===== src/rtl/mmt_pkg.sv =====
package mmt_pkg;

  typedef enum logic [1:0] {
    CMD_GET       = 2'd0,
    CMD_GETX      = 2'd1,
    CMD_UPGRADE   = 2'd2,
    CMD_WRITEBACK = 2'd3
  } cmd_e;

  typedef enum logic [1:0] {
    OP_NONE     = 2'd0,
    OP_QUEUE    = 2'd1,
    OP_INSERT   = 2'd2,
    OP_COMPLETE = 2'd3
  } op_e;

  // Strobes from control to the storage datapath
  typedef struct packed {
    logic queuePush;
    logic insertEntry;
    logic completeEntry;
    logic promoteHead;
    logic releaseWaiter;
  } ctrlStrobe_t;

endpackage


===== src/rtl/mmt_pending.sv =====
module mmt_pending
  import mmt_pkg::*;
#(
  parameter int PEND   = 8,
  parameter int ID_W   = 3,
  parameter int ADDR_W = 8
) (
  input  logic              clk,
  input  logic              rstN,
  input  ctrlStrobe_t       strb,
  input  logic [ID_W-1:0]   pushId,
  input  cmd_e              pushCmd,
  input  logic [ADDR_W-1:0] pushAddr,
  input  logic [PEND-1:0]   removeMask,
  input  logic [PEND-1:0]   setWaitMask,
  output logic              pendVld  [PEND],
  output logic [ID_W-1:0]   pendId   [PEND],
  output cmd_e              pendCmd  [PEND],
  output logic [ADDR_W-1:0] pendAddr [PEND],
  output logic              pendWait [PEND]
);

  localparam int PCW = $clog2(PEND + 1);

  logic              nVld  [PEND];
  logic [ID_W-1:0]   nId   [PEND];
  cmd_e              nCmd  [PEND];
  logic [ADDR_W-1:0] nAddr [PEND];
  logic              nWait [PEND];
  logic [PCW-1:0]    keepCnt;

  // Stable compaction keeps arrival order: slot 0 is the oldest.
  always_comb begin
    keepCnt = '0;
    for (int i = 0; i < PEND; i++) begin
      nVld[i]  = 1'b0;
      nId[i]   = '0;
      nCmd[i]  = CMD_GET;
      nAddr[i] = '0;
      nWait[i] = 1'b0;
    end
    for (int i = 0; i < PEND; i++) begin
      if (pendVld[i] && !removeMask[i]) begin
        nVld[keepCnt]  = 1'b1;
        nId[keepCnt]   = pendId[i];
        nCmd[keepCnt]  = pendCmd[i];
        nAddr[keepCnt] = pendAddr[i];
        nWait[keepCnt] = pendWait[i] | setWaitMask[i];
        keepCnt = keepCnt + PCW'(1);
      end
    end
    if (strb.queuePush && (keepCnt < PCW'(PEND))) begin
      nVld[keepCnt]  = 1'b1;
      nId[keepCnt]   = pushId;
      nCmd[keepCnt]  = pushCmd;
      nAddr[keepCnt] = pushAddr;
      nWait[keepCnt] = 1'b0;
    end
  end

  always_ff @(posedge clk or negedge rstN) begin
    if (!rstN) begin
      for (int i = 0; i < PEND; i++) begin
        pendVld[i]  <= 1'b0;
        pendId[i]   <= '0;
        pendCmd[i]  <= CMD_GET;
        pendAddr[i] <= '0;
        pendWait[i] <= 1'b0;
      end
    end else begin
      for (int i = 0; i < PEND; i++) begin
        pendVld[i]  <= nVld[i];
        pendId[i]   <= nId[i];
        pendCmd[i]  <= nCmd[i];
        pendAddr[i] <= nAddr[i];
        pendWait[i] <= nWait[i];
      end
    end
  end

endmodule


===== src/rtl/mmt_entries.sv =====
module mmt_entries
  import mmt_pkg::*;
#(
  parameter int ENTRIES = 4,
  parameter int DLY     = 4,
  parameter int ID_W    = 3,
  parameter int ADDR_W  = 8,
  localparam int EW      = $clog2(ENTRIES),
  localparam int DCW     = $clog2(DLY + 1),
  localparam int NUM_IDS = 1 << ID_W
) (
  input  logic               clk,
  input  logic               rstN,
  input  ctrlStrobe_t        strb,
  input  logic [EW-1:0]      entryIdx,
  input  logic [ID_W-1:0]    insId,
  input  cmd_e               insCmd,
  input  logic [ADDR_W-1:0]  insAddr,
  input  logic [NUM_IDS-1:0] newMerge,
  input  logic [ID_W-1:0]    newDlyId  [DLY],
  input  cmd_e               newDlyCmd [DLY],
  input  logic [DCW-1:0]     newDlyCnt,
  output logic               entUsed    [ENTRIES],
  output logic [ADDR_W-1:0]  entAddr    [ENTRIES],
  output logic [ID_W-1:0]    entInitId  [ENTRIES],
  output cmd_e               entInitCmd [ENTRIES],
  output logic [NUM_IDS-1:0] entMerge   [ENTRIES],
  output logic [ID_W-1:0]    entDlyId   [ENTRIES][DLY],
  output cmd_e               entDlyCmd  [ENTRIES][DLY],
  output logic [DCW-1:0]     entDlyCnt  [ENTRIES]
);

  logic               headIsGet;
  logic [NUM_IDS-1:0] promMerge;
  logic [ID_W-1:0]    promId  [DLY];
  cmd_e               promCmd [DLY];
  logic [DCW-1:0]     promCnt;

  // Hold list of the target entry after its head is promoted
  always_comb begin
    headIsGet = (entDlyCmd[entryIdx][0] == CMD_GET);
    promMerge = '0;
    promCnt   = '0;
    for (int k = 0; k < DLY; k++) begin
      promId[k]  = '0;
      promCmd[k] = CMD_GET;
    end
    for (int k = 1; k < DLY; k++) begin
      if (DCW'(k) < entDlyCnt[entryIdx]) begin
        if (headIsGet && entDlyCmd[entryIdx][k] == CMD_GET) begin
          promMerge[entDlyId[entryIdx][k]] = 1'b1;
        end else begin
          promId[promCnt]  = entDlyId[entryIdx][k];
          promCmd[promCnt] = entDlyCmd[entryIdx][k];
          promCnt = promCnt + DCW'(1);
        end
      end
    end
  end

  always_ff @(posedge clk or negedge rstN) begin
    if (!rstN) begin
      for (int e = 0; e < ENTRIES; e++) begin
        entUsed[e]    <= 1'b0;
        entAddr[e]    <= '0;
        entInitId[e]  <= '0;
        entInitCmd[e] <= CMD_GET;
        entMerge[e]   <= '0;
        entDlyCnt[e]  <= '0;
        for (int k = 0; k < DLY; k++) begin
          entDlyId[e][k]  <= '0;
          entDlyCmd[e][k] <= CMD_GET;
        end
      end
    end else if (strb.insertEntry) begin
      entUsed[entryIdx]    <= 1'b1;
      entAddr[entryIdx]    <= insAddr;
      entInitId[entryIdx]  <= insId;
      entInitCmd[entryIdx] <= insCmd;
      entMerge[entryIdx]   <= newMerge;
      entDlyCnt[entryIdx]  <= newDlyCnt;
      for (int k = 0; k < DLY; k++) begin
        entDlyId[entryIdx][k]  <= newDlyId[k];
        entDlyCmd[entryIdx][k] <= newDlyCmd[k];
      end
    end else if (strb.completeEntry) begin
      if (strb.promoteHead) begin
        entInitId[entryIdx]  <= entDlyId[entryIdx][0];
        entInitCmd[entryIdx] <= entDlyCmd[entryIdx][0];
        entMerge[entryIdx]   <= promMerge;
        entDlyCnt[entryIdx]  <= promCnt;
        for (int k = 0; k < DLY; k++) begin
          entDlyId[entryIdx][k]  <= promId[k];
          entDlyCmd[entryIdx][k] <= promCmd[k];
        end
      end else begin
        entUsed[entryIdx]   <= 1'b0;
        entMerge[entryIdx]  <= '0;
        entDlyCnt[entryIdx] <= '0;
      end
    end
  end

endmodule


===== src/rtl/mmt_ctrl.sv =====
module mmt_ctrl
  import mmt_pkg::*;
#(
  parameter int ENTRIES = 4,
  parameter int DLY     = 4,
  parameter int PEND    = 8,
  parameter int ID_W    = 3,
  parameter int ADDR_W  = 8,
  parameter int STAT_W  = 2,
  parameter int DATA_W  = 8,
  parameter int CNT_W   = 8,
  localparam int EW      = $clog2(ENTRIES),
  localparam int DCW     = $clog2(DLY + 1),
  localparam int PW      = $clog2(PEND),
  localparam int NUM_IDS = 1 << ID_W
) (
  input  logic               clk,
  input  logic               rstN,
  input  op_e                opKind,
  input  logic [ID_W-1:0]    opId,
  input  cmd_e               opCmd,
  input  logic               opShared,
  input  logic [ADDR_W-1:0]  opAddr,
  input  logic [STAT_W-1:0]  opStatus,
  input  logic [DATA_W-1:0]  opData,
  input  logic               pendVld  [PEND],
  input  logic [ID_W-1:0]    pendId   [PEND],
  input  cmd_e               pendCmd  [PEND],
  input  logic [ADDR_W-1:0]  pendAddr [PEND],
  input  logic               pendWait [PEND],
  input  logic               entUsed    [ENTRIES],
  input  logic [ADDR_W-1:0]  entAddr    [ENTRIES],
  input  logic [ID_W-1:0]    entInitId  [ENTRIES],
  input  cmd_e               entInitCmd [ENTRIES],
  input  logic [NUM_IDS-1:0] entMerge   [ENTRIES],
  input  logic [ID_W-1:0]    entDlyId   [ENTRIES][DLY],
  input  cmd_e               entDlyCmd  [ENTRIES][DLY],
  input  logic [DCW-1:0]     entDlyCnt  [ENTRIES],
  output ctrlStrobe_t        strb,
  output logic [EW-1:0]      entryIdx,
  output logic [PEND-1:0]    removeMask,
  output logic [PEND-1:0]    setWaitMask,
  output logic [NUM_IDS-1:0] newMerge,
  output logic [ID_W-1:0]    newDlyId  [DLY],
  output cmd_e               newDlyCmd [DLY],
  output logic [DCW-1:0]     newDlyCnt,
  output logic               respValid,
  output logic [NUM_IDS-1:0] respMask,
  output logic [STAT_W-1:0]  respStatus,
  output logic [DATA_W-1:0]  respData,
  output logic [EW-1:0]      respEntry,
  output logic               arbValid,
  output logic [ID_W-1:0]    arbId,
  output cmd_e               arbCmd,
  output logic [ADDR_W-1:0]  arbAddr,
  output logic [CNT_W-1:0]   mergeCount,
  output logic [CNT_W-1:0]   conflictCount
);

  localparam int FCW = $clog2(ENTRIES + 1);

  logic [FCW-1:0]     freeCnt;
  logic [EW-1:0]      freeIdx;
  logic               freeFound;
  logic [EW-1:0]      hitIdx;
  logic               hitFound;
  logic               lastFree;
  logic [PEND-1:0]    insRemove;
  logic [PW-1:0]      relIdx;
  logic               relFound;
  logic [NUM_IDS-1:0] answerMask;
  logic               initIsGet;

  // Lowest free entry and number of free entries
  always_comb begin
    freeCnt   = '0;
    freeIdx   = '0;
    freeFound = 1'b0;
    for (int e = 0; e < ENTRIES; e++) begin
      if (!entUsed[e]) begin
        if (!freeFound) begin
          freeIdx   = EW'(e);
          freeFound = 1'b1;
        end
        freeCnt = freeCnt + FCW'(1);
      end
    end
    lastFree = (freeCnt == FCW'(1));
  end

  // Entry whose initiator carries the completing ID
  always_comb begin
    hitIdx   = '0;
    hitFound = 1'b0;
    for (int e = 0; e < ENTRIES; e++) begin
      if (!hitFound && entUsed[e] && entInitId[e] == opId) begin
        hitIdx   = EW'(e);
        hitFound = 1'b1;
      end
    end
  end

  // Sorting of the pending pool against the inserted request
  always_comb begin
    insRemove   = '0;
    setWaitMask = '0;
    newMerge    = '0;
    newDlyCnt   = '0;
    for (int k = 0; k < DLY; k++) begin
      newDlyId[k]  = '0;
      newDlyCmd[k] = CMD_GET;
    end
    for (int p = 0; p < PEND; p++) begin
      if (pendVld[p] && pendAddr[p] == opAddr) begin
        if (pendCmd[p] == CMD_GET && opShared) begin
          newMerge[pendId[p]] = 1'b1;
          insRemove[p] = 1'b1;
        end else if (pendCmd[p] != CMD_WRITEBACK && newDlyCnt < DCW'(DLY)) begin
          newDlyId[newDlyCnt]  = pendId[p];
          newDlyCmd[newDlyCnt] = pendCmd[p];
          newDlyCnt = newDlyCnt + DCW'(1);
          insRemove[p] = 1'b1;
        end
      end else if (pendVld[p] && lastFree && !pendWait[p] &&
                   (pendCmd[p] == CMD_GET || pendCmd[p] == CMD_GETX)) begin
        setWaitMask[p] = 1'b1;
      end
    end
    if (!strb.insertEntry) setWaitMask = '0;
  end

  // Oldest request waiting for table space
  always_comb begin
    relIdx   = '0;
    relFound = 1'b0;
    for (int p = 0; p < PEND; p++) begin
      if (!relFound && pendVld[p] && pendWait[p]) begin
        relIdx   = PW'(p);
        relFound = 1'b1;
      end
    end
  end

  always_comb begin
    strb.queuePush     = (opKind == OP_QUEUE);
    strb.insertEntry   = (opKind == OP_INSERT) && freeFound;
    strb.completeEntry = (opKind == OP_COMPLETE) && hitFound;
    strb.promoteHead   = strb.completeEntry && (entDlyCnt[hitIdx] != '0);
    strb.releaseWaiter = strb.completeEntry && !strb.promoteHead && relFound;
    entryIdx = strb.insertEntry ? freeIdx : hitIdx;
    removeMask = '0;
    if (strb.insertEntry) begin
      removeMask = insRemove;
    end else if (strb.releaseWaiter) begin
      removeMask[relIdx] = 1'b1;
    end
    initIsGet  = (entInitCmd[hitIdx] == CMD_GET);
    answerMask = initIsGet ? entMerge[hitIdx] : '0;
  end

  always_ff @(posedge clk or negedge rstN) begin
    if (!rstN) begin
      respValid     <= 1'b0;
      respMask      <= '0;
      respStatus    <= '0;
      respData      <= '0;
      respEntry     <= '0;
      arbValid      <= 1'b0;
      arbId         <= '0;
      arbCmd        <= CMD_GET;
      arbAddr       <= '0;
      mergeCount    <= '0;
      conflictCount <= '0;
    end else begin
      respValid <= strb.completeEntry;
      arbValid  <= strb.promoteHead | strb.releaseWaiter;
      if (strb.completeEntry) begin
        respMask          <= answerMask;
        respMask[opId]    <= 1'b1;
        respStatus        <= opStatus;
        respData          <= opData;
        respEntry         <= hitIdx;
        mergeCount        <= mergeCount + CNT_W'($countones(answerMask));
      end
      if (strb.promoteHead) begin
        arbId         <= entDlyId[hitIdx][0];
        arbCmd        <= entDlyCmd[hitIdx][0];
        arbAddr       <= entAddr[hitIdx];
        conflictCount <= conflictCount + CNT_W'(1);
      end else if (strb.releaseWaiter) begin
        arbId   <= pendId[relIdx];
        arbCmd  <= pendCmd[relIdx];
        arbAddr <= pendAddr[relIdx];
      end
    end
  end

endmodule


===== src/rtl/miss_merge_table.sv =====
module miss_merge_table
  import mmt_pkg::*;
#(
  parameter int ENTRIES = 4,
  parameter int DLY     = 4,
  parameter int PEND    = 8,
  parameter int ID_W    = 3,
  parameter int ADDR_W  = 8,
  parameter int STAT_W  = 2,
  parameter int DATA_W  = 8,
  parameter int CNT_W   = 8,
  localparam int EW      = $clog2(ENTRIES),
  localparam int NUM_IDS = 1 << ID_W
) (
  input  logic               clk,
  input  logic               rstN,
  input  logic [1:0]         opKind,
  input  logic [ID_W-1:0]    opId,
  input  logic [1:0]         opCmd,
  input  logic               opShared,
  input  logic [ADDR_W-1:0]  opAddr,
  input  logic [STAT_W-1:0]  opStatus,
  input  logic [DATA_W-1:0]  opData,
  output logic               respValid,
  output logic [NUM_IDS-1:0] respMask,
  output logic [STAT_W-1:0]  respStatus,
  output logic [DATA_W-1:0]  respData,
  output logic [EW-1:0]      respEntry,
  output logic               arbValid,
  output logic [ID_W-1:0]    arbId,
  output logic [1:0]         arbCmd,
  output logic [ADDR_W-1:0]  arbAddr,
  output logic [CNT_W-1:0]   mergeCount,
  output logic [CNT_W-1:0]   conflictCount
);

  localparam int DCW = $clog2(DLY + 1);

  ctrlStrobe_t        strb;
  logic [EW-1:0]      entryIdx;
  logic [PEND-1:0]    removeMask;
  logic [PEND-1:0]    setWaitMask;
  logic [NUM_IDS-1:0] newMerge;
  logic [ID_W-1:0]    newDlyId  [DLY];
  cmd_e               newDlyCmd [DLY];
  logic [DCW-1:0]     newDlyCnt;
  logic               pendVld  [PEND];
  logic [ID_W-1:0]    pendId   [PEND];
  cmd_e               pendCmd  [PEND];
  logic [ADDR_W-1:0]  pendAddr [PEND];
  logic               pendWait [PEND];
  logic               entUsed    [ENTRIES];
  logic [ADDR_W-1:0]  entAddr    [ENTRIES];
  logic [ID_W-1:0]    entInitId  [ENTRIES];
  cmd_e               entInitCmd [ENTRIES];
  logic [NUM_IDS-1:0] entMerge   [ENTRIES];
  logic [ID_W-1:0]    entDlyId   [ENTRIES][DLY];
  cmd_e               entDlyCmd  [ENTRIES][DLY];
  logic [DCW-1:0]     entDlyCnt  [ENTRIES];
  cmd_e               arbCmdE;

  assign arbCmd = arbCmdE;

  mmt_ctrl #(
    .ENTRIES(ENTRIES), .DLY(DLY), .PEND(PEND), .ID_W(ID_W), .ADDR_W(ADDR_W),
    .STAT_W(STAT_W), .DATA_W(DATA_W), .CNT_W(CNT_W)
  ) u_ctrl (
    .clk(clk), .rstN(rstN),
    .opKind(op_e'(opKind)), .opId(opId), .opCmd(cmd_e'(opCmd)), .opShared(opShared),
    .opAddr(opAddr), .opStatus(opStatus), .opData(opData),
    .pendVld(pendVld), .pendId(pendId), .pendCmd(pendCmd), .pendAddr(pendAddr),
    .pendWait(pendWait),
    .entUsed(entUsed), .entAddr(entAddr), .entInitId(entInitId), .entInitCmd(entInitCmd),
    .entMerge(entMerge), .entDlyId(entDlyId), .entDlyCmd(entDlyCmd), .entDlyCnt(entDlyCnt),
    .strb(strb), .entryIdx(entryIdx), .removeMask(removeMask), .setWaitMask(setWaitMask),
    .newMerge(newMerge), .newDlyId(newDlyId), .newDlyCmd(newDlyCmd), .newDlyCnt(newDlyCnt),
    .respValid(respValid), .respMask(respMask), .respStatus(respStatus),
    .respData(respData), .respEntry(respEntry),
    .arbValid(arbValid), .arbId(arbId), .arbCmd(arbCmdE), .arbAddr(arbAddr),
    .mergeCount(mergeCount), .conflictCount(conflictCount)
  );

  mmt_pending #(.PEND(PEND), .ID_W(ID_W), .ADDR_W(ADDR_W)) u_pending (
    .clk(clk), .rstN(rstN), .strb(strb),
    .pushId(opId), .pushCmd(cmd_e'(opCmd)), .pushAddr(opAddr),
    .removeMask(removeMask), .setWaitMask(setWaitMask),
    .pendVld(pendVld), .pendId(pendId), .pendCmd(pendCmd), .pendAddr(pendAddr),
    .pendWait(pendWait)
  );

  mmt_entries #(.ENTRIES(ENTRIES), .DLY(DLY), .ID_W(ID_W), .ADDR_W(ADDR_W)) u_entries (
    .clk(clk), .rstN(rstN), .strb(strb), .entryIdx(entryIdx),
    .insId(opId), .insCmd(cmd_e'(opCmd)), .insAddr(opAddr),
    .newMerge(newMerge), .newDlyId(newDlyId), .newDlyCmd(newDlyCmd), .newDlyCnt(newDlyCnt),
    .entUsed(entUsed), .entAddr(entAddr), .entInitId(entInitId), .entInitCmd(entInitCmd),
    .entMerge(entMerge), .entDlyId(entDlyId), .entDlyCmd(entDlyCmd), .entDlyCnt(entDlyCnt)
  );

endmodule


===== config.mk =====
export PLATFORM = sky130hd
export DESIGN_NAME = miss_merge_table
export DESIGN_NICKNAME = d
export VERILOG_FILES = /design/src/rtl/mmt_pkg.sv /design/src/rtl/mmt_pending.sv /design/src/rtl/mmt_entries.sv /design/src/rtl/mmt_ctrl.sv /design/src/rtl/miss_merge_table.sv
export SDC_FILE = /design/constraint.sdc
export NUM_CORES = 2
export LEC_CHECK = 0
export ABC_CLOCK_PERIOD_IN_PS = 9900
export BUFFER_PORTS_ARGS = -buffer_cell sky130_fd_sc_hd__buf_2
export CELL_PAD_IN_SITES_DETAIL_PLACEMENT = 1
export CELL_PAD_IN_SITES_GLOBAL_PLACEMENT = 1
export CORE_MARGIN = 10
export CORE_UTILIZATION = 35
export DETAILED_ROUTE_END_ITERATION = 12
export HOLD_SLACK_MARGIN = 0.12
export PLACE_DENSITY_LB_ADDON = 0.1
export SKIP_CTS_REPAIR_TIMING = 1
export SYNTH_ARGS = -nofsm -noshare
export SYNTH_HDL_FRONTEND = slang
export SYNTH_SLANG_ARGS = --single-unit
export TNS_END_PERCENT = 100

===== constraint.sdc =====
create_clock -name clk -period 9.9 [get_ports clk]
set_input_delay 0.495 -clock clk [delete_from_list [all_inputs] [get_ports clk]]
set_output_delay 0.495 -clock clk [all_outputs]
set_load 0.03 [all_outputs]

Word level (Yosys, flattened, before mapping)
Cells that the tools add are included.

storage, ports and cells
  register bits = 351
  input bits = 28
  output and inout bits = 51
  logic and storage cells = 1003

cells by class
  $add $sub $neg = 28
  magnitude comparators = 75
  equal/unequal tests = 33
  mux-type cells = 533
  bitwise operators = 56
  reduce and logical (&&, ||, !) cells = 171

operators by type and width
  operator             number
  $mux W8              93
  $bwmux W64           8
  $mux W64             8
  $mux W12             36
  $bwmux W48           8
  $bwmux W32           11
  $mux W3              68
  $bwmux W24           8
  $demux W8 S3         8
  $mux W24             8
  $mux W32             6
  $bwmux W12           13
  $bwmux W8            18
  $mux W48             3
  $or A8 B8 Y8         18
  $bwmux W16           8
  $mux W16             8
  $logic_and A1 B1 Y1  117
  $demux W12 S2        4
  $mux W1              87
  $mux W2              41
  $demux W8 S2         5
  $demux W3 S3         8
  $bmux W8 S2          4
  59 further kinds     300

Longest topological paths before layout
  depth in word-level cells = 65
  mapped depth = 41
  depth with buffers taken out = 37

By module
A second synthesis with hierarchy kept.

second synthesis, totals
  cell total of the unflattened synthesis = 3401
  area, all modules = 28144.5 µm²

by module, submodules not included
  module       instances  cells each  area each (µm²)  seq. area each (µm²)
  mmt_pending  1          1342        10834.1          3002.9
  mmt_entries  1          891         8749.6           4504.3
  mmt_ctrl     1          1168        8560.7           1276.2

Worst setup path before layout
No wires, ideal clock.

  kind = input-to-reg
  from = input port opAddr[6]
  to = register u_pending.pendId[21] in the netlist's numbering
  setup time = 0.081 ns
  arrival time = 8.799 ns
  data required time = 9.819 ns
  path slack = 1.020 ns
  stages on the path = 38
  path buffers = 3
  path through = buf_1 -> xnor2_1 -> nand3_1 -> or3_1 -> clkbuf_1 -> nand3b_1 -> inv_1 -> ha_1 -> mux2i_1 -> inv_1 -> ha_1 -> o211ai_1 -> nor2_1 -> nor3_1 -> xnor2_1 -> inv_1 -> ha_1 -> ha_1 -> (+2 left out) -> or2_2 -> nand2_1 -> inv_1 -> ha_1 -> a21oi_1 -> nand4_1 -> nor4b_1 -> nor4_1 -> a21oi_1 -> o22ai_1 -> a221oi_2 -> xnor3_1 -> ha_1 -> xnor3_1 -> o31ai_1 -> a21boi_2 -> buf_4 -> mux2i_1

RTL lines
  element                         line                    text
  start: declaration              miss_merge_table.sv:21  input logic [ADDR_W-1:0] opAddr,
  end signal: indexed assignment  mmt_pending.sv:73       pendId[i] <= nId[i];
  end: declaration                mmt_pending.sv:17       output logic [ID_W-1:0] pendId [PEND],

==> summary.md <==
| Metric | Value |
|---|---|
| Status | finished, final reports clean |
| H-Tree Level Count | 2 |
| CP arrival | 9.92 ns |
| Yosys reg bits | 351 |
| Final setup viols | 0 |
| Clk sinks | 351 |
| WL met2 | 70100 um |
| Sum Neg Setup Slack | 0 ns |
| Seq/Total Area, Yosys | 0.299 |
| Total Wirelength | 162000 um |
| WL met3 | 14800 um |
| Startpoint type of the worst setup path | register |
| Max incr delay on CP | 0.68 ns |
| Routed Antenna Nets | 0 |
| Die Wd | 310 um |
| Slew Limit Fails | 0 |
| Die height | 310 um |
| Slowest-stage cell, CP | xnor2_1 |
| # placed instances | 4613 |
| Clk buf depth | 3 |
| Initial Util | 0.352 |
| Syn_nets | 3709 |
| Pwr/cell area | 282 nW/um2 |
| Drt drc | 0 |
| Dpl hpwl | 117000 um |
| Setup CP Type | reg2reg |
| Post-layout min period | 9.46 ns |
| CTS Buf Count | 48 |
| Int Pwr | 4.53 mW |
| Combinational Power Share | 0.551 |
| Worst-path fanout max | 16 |
| Non-Filler Instances | 4711 |
| Peak supply drop | 166 uV |
| Clk slew on worst S/H paths | 0.07 ns |
| Highest metal used | met5 |
| CTS tree | yes |
| Min setup slack post-route | 0.437 ns |
| # rows | 106 |
| Tot Pwr | 9.34 mW |
| Synth unique cells | 103 |
| Vias in the first global route | 32100 |
| Worst Setup EP | u_pending.pendWait[3]$_DFF_PN0_ |
| Sequential power share | 0.241 |
| Static Leakage | 14.1 nW |
| Utilization after layout | 0.398 |
| Number of antenna violations at the first check in global routing | 4 |
| Routed len/inst | 34.3 um |
| RSZ-0062 raised after global routing | no |
| # IOs | 79 |
| Worst slack, placed | 0.313 ns |
| R2R setup slack | 0.44 ns |
| Vias per Instance | 6.76 |
| Core area | 83400 um2 |
| Worst skew pair latency | 0.64 ns |
| Slew headroom | 0.0839 |
| First-pass GRT wire length | 232000 um |
| Highest Clock Rate | 106 MHz |
| Placer's final routability congestion estimate | 0.978 |
| Hold Violations, Final | 0 |
| Cells after Synth | 3617 |
| Placed Area | 31300 um2 |
| Worst-Margin Slew | 1.36 ns |
| Clock group share of total power | 0.207 |
| IO buf count | 78 |
| Post-synth EDFFs | 0 |
| Post-Syn Area | 29400 um2 |
| Final net count | 3681 |
| Commonest non-fill, non-tap cell in the layout | nand2_1 |
| Synth warn | 0 |
| Clk_skew | 0.0566 ns |
| Syn-to-layout area delta | 12.9% |
| Share of cells above drive strength 1 | 0.142 |
| Initial DRC Count | 3787 |
| Reg2reg path depth | 36 |
| Crit path top cell by count | ha_1 |
| Via count | 31900 |
| Data required, critical path | 10.35 ns |
| Drt pass-1 iters | 7 |
| Mean Syn Cell Area | 8.12 um2 |
| Commonest cells after routing, fill and taps aside | nand2_1, dfrtp_1, nor2_1 |
| Switch Pwr | 4.81 mW |
| GRT Util Overall | 0.327 |
| Reg-to-Reg Start | u_pending.pendAddr[58]$_DFF_PN0_ |
| Die area | 95900 um2 |
| Tcrit/Tclk final | 0.956 |
| Largest net degree at the start of global routing | 106 |
| Tightest Hold Check Type | in2reg |
| Sw frac | 0.515 |
| Max-cap violations | 0 |
| Start point of the critical path | u_pending.pendAddr[58]$_DFF_PN0_ |
| Post-synth top flop | dfrtp_1 |
| Final Cell Area | 33200 um2 |
| Root buffer cell | clkbuf_16 |
| Met1 WL | 68500 um |
| Reg2reg end | u_pending.pendWait[3]$_DFF_PN0_ |
| Hold slack | 0.122 ns |
| Asr flop ratio synth | 1.00 |
| Grt total ovfl | 0 |
| Worst setup EP type | register |
critical path, delay by kind of cell, from the launching register on:
kind	cells	cell delay, ns
simple gates	14	3.77
compound gates	8	1.82
fa+ha+maj	5	1.26
xor+xnor	3	1.16
buf+inv	5	0.61
flops	1	0.43
mux	1	0.18
per-layer routing:
layer  GRT usage  up-vias
li1            -    13300
met1       0.438    16200
met2       0.500     1833
met3      0.0675      431
met4       0.151        6
met5           0        -
power by group through the flow:
stage | logic, mW | clock network [mW] | registers, mW
floorplan | 3.21 | 0 | 2.13
global placement | 4.89 | 0 | 2.24
detailed placement | 4.97 | 0 | 2.25
CTS | 5.00 | 1.96 | 2.23
global route | 5.43 | 2.03 | 2.28
finish | 5.15 | 1.93 | 2.26
cell families (layout without fill, tap and decap cells):
group,after synthesis,count (layout),synth area share
AND/OR/NAND/NOR,1257,1257,0.198
other,0,3,0
XOR/XNOR,117,117,0.0385
adder cells (fa/ha/maj),64,64,0.0290
flip-flops,351,351,0.299
AO/OA/AOI/OAI,1066,1066,0.259
multiplexers,324,324,0.118
buffers and inverters,438,449,0.0589
synth_stat cells, drive strengths merged, types with 39 or more instances:
master    n  area (um2)
a222oi   39         390
nor2    250         946
a22oi    93         698
nand4    45         282
mux2i   227        2280
and3     44         275
a21oi   139         711
nand2   482        1810
ha       57         713
a22o     43         377
o211ai   62         475
dfrtp   351        8780
xnor2    86         776
a31oi    89         557
o21ai   236        1200
buf      70         350
nor3    102         521
mux2     89        1000
clkbuf  265         995
inv     100         375
nand3   174         871
state kept, by name (all words and copies together) (netlist names), 2 cells and up, named ones only:
register	cells
u_ctrl.arbAddr	8
u_entries.entDlyId	48
u_ctrl.conflictCount	8
u_entries.entAddr	32
u_ctrl.arbId	3
u_pending.pendAddr	64
u_entries.entMerge	32
u_ctrl.mergeCount	8
u_ctrl.respMask	8
u_pending.pendWait	8
u_pending.pendCmd	16
u_ctrl.respEntry	2
u_ctrl.respStatus	2
u_entries.entInitCmd	8
u_entries.entDlyCnt	12
u_ctrl.respData	8
u_ctrl.arbCmd	2
u_entries.entDlyCmd	32
u_pending.pendVld	8
u_entries.entInitId	12
u_pending.pendId	24
worst min path at each step:
stage	start	to	slack [ns]	cells after the start
3_3_place_gp	u_ctrl.mergeCount[7]$_DFFE_PN0P_	u_ctrl.mergeCount[7]$_DFFE_PN0P_	0.45	1
6_report	opData[0]	u_ctrl.respData[0]$_DFFE_PN0P_	0.12	2
4_1_cts	rstN	u_ctrl.respData[0]$_DFFE_PN0P_	-0.02	1
2_1_floorplan	rstN	asynchronous set/reset pin	0.20	0
5_1_grt	opData[0]	u_ctrl.respData[0]$_DFFE_PN0P_	0.13	2
3_5_place_dp	u_ctrl.conflictCount[7]$_DFFE_PN0N_	u_ctrl.conflictCount[7]$_DFFE_PN0N_	0.46	1
layout make-up:
type	count	area, um2
clock buffers	68	1440
multi-input cells	2828	19100
fillers	9798	50300
well taps	1080	1350
diodes	3	7.51
repair buffers	257	1770
clock inverters	21	317
inverters	103	387
flip-flops and latches	351	8780
(Power assumes the default switching activity.)
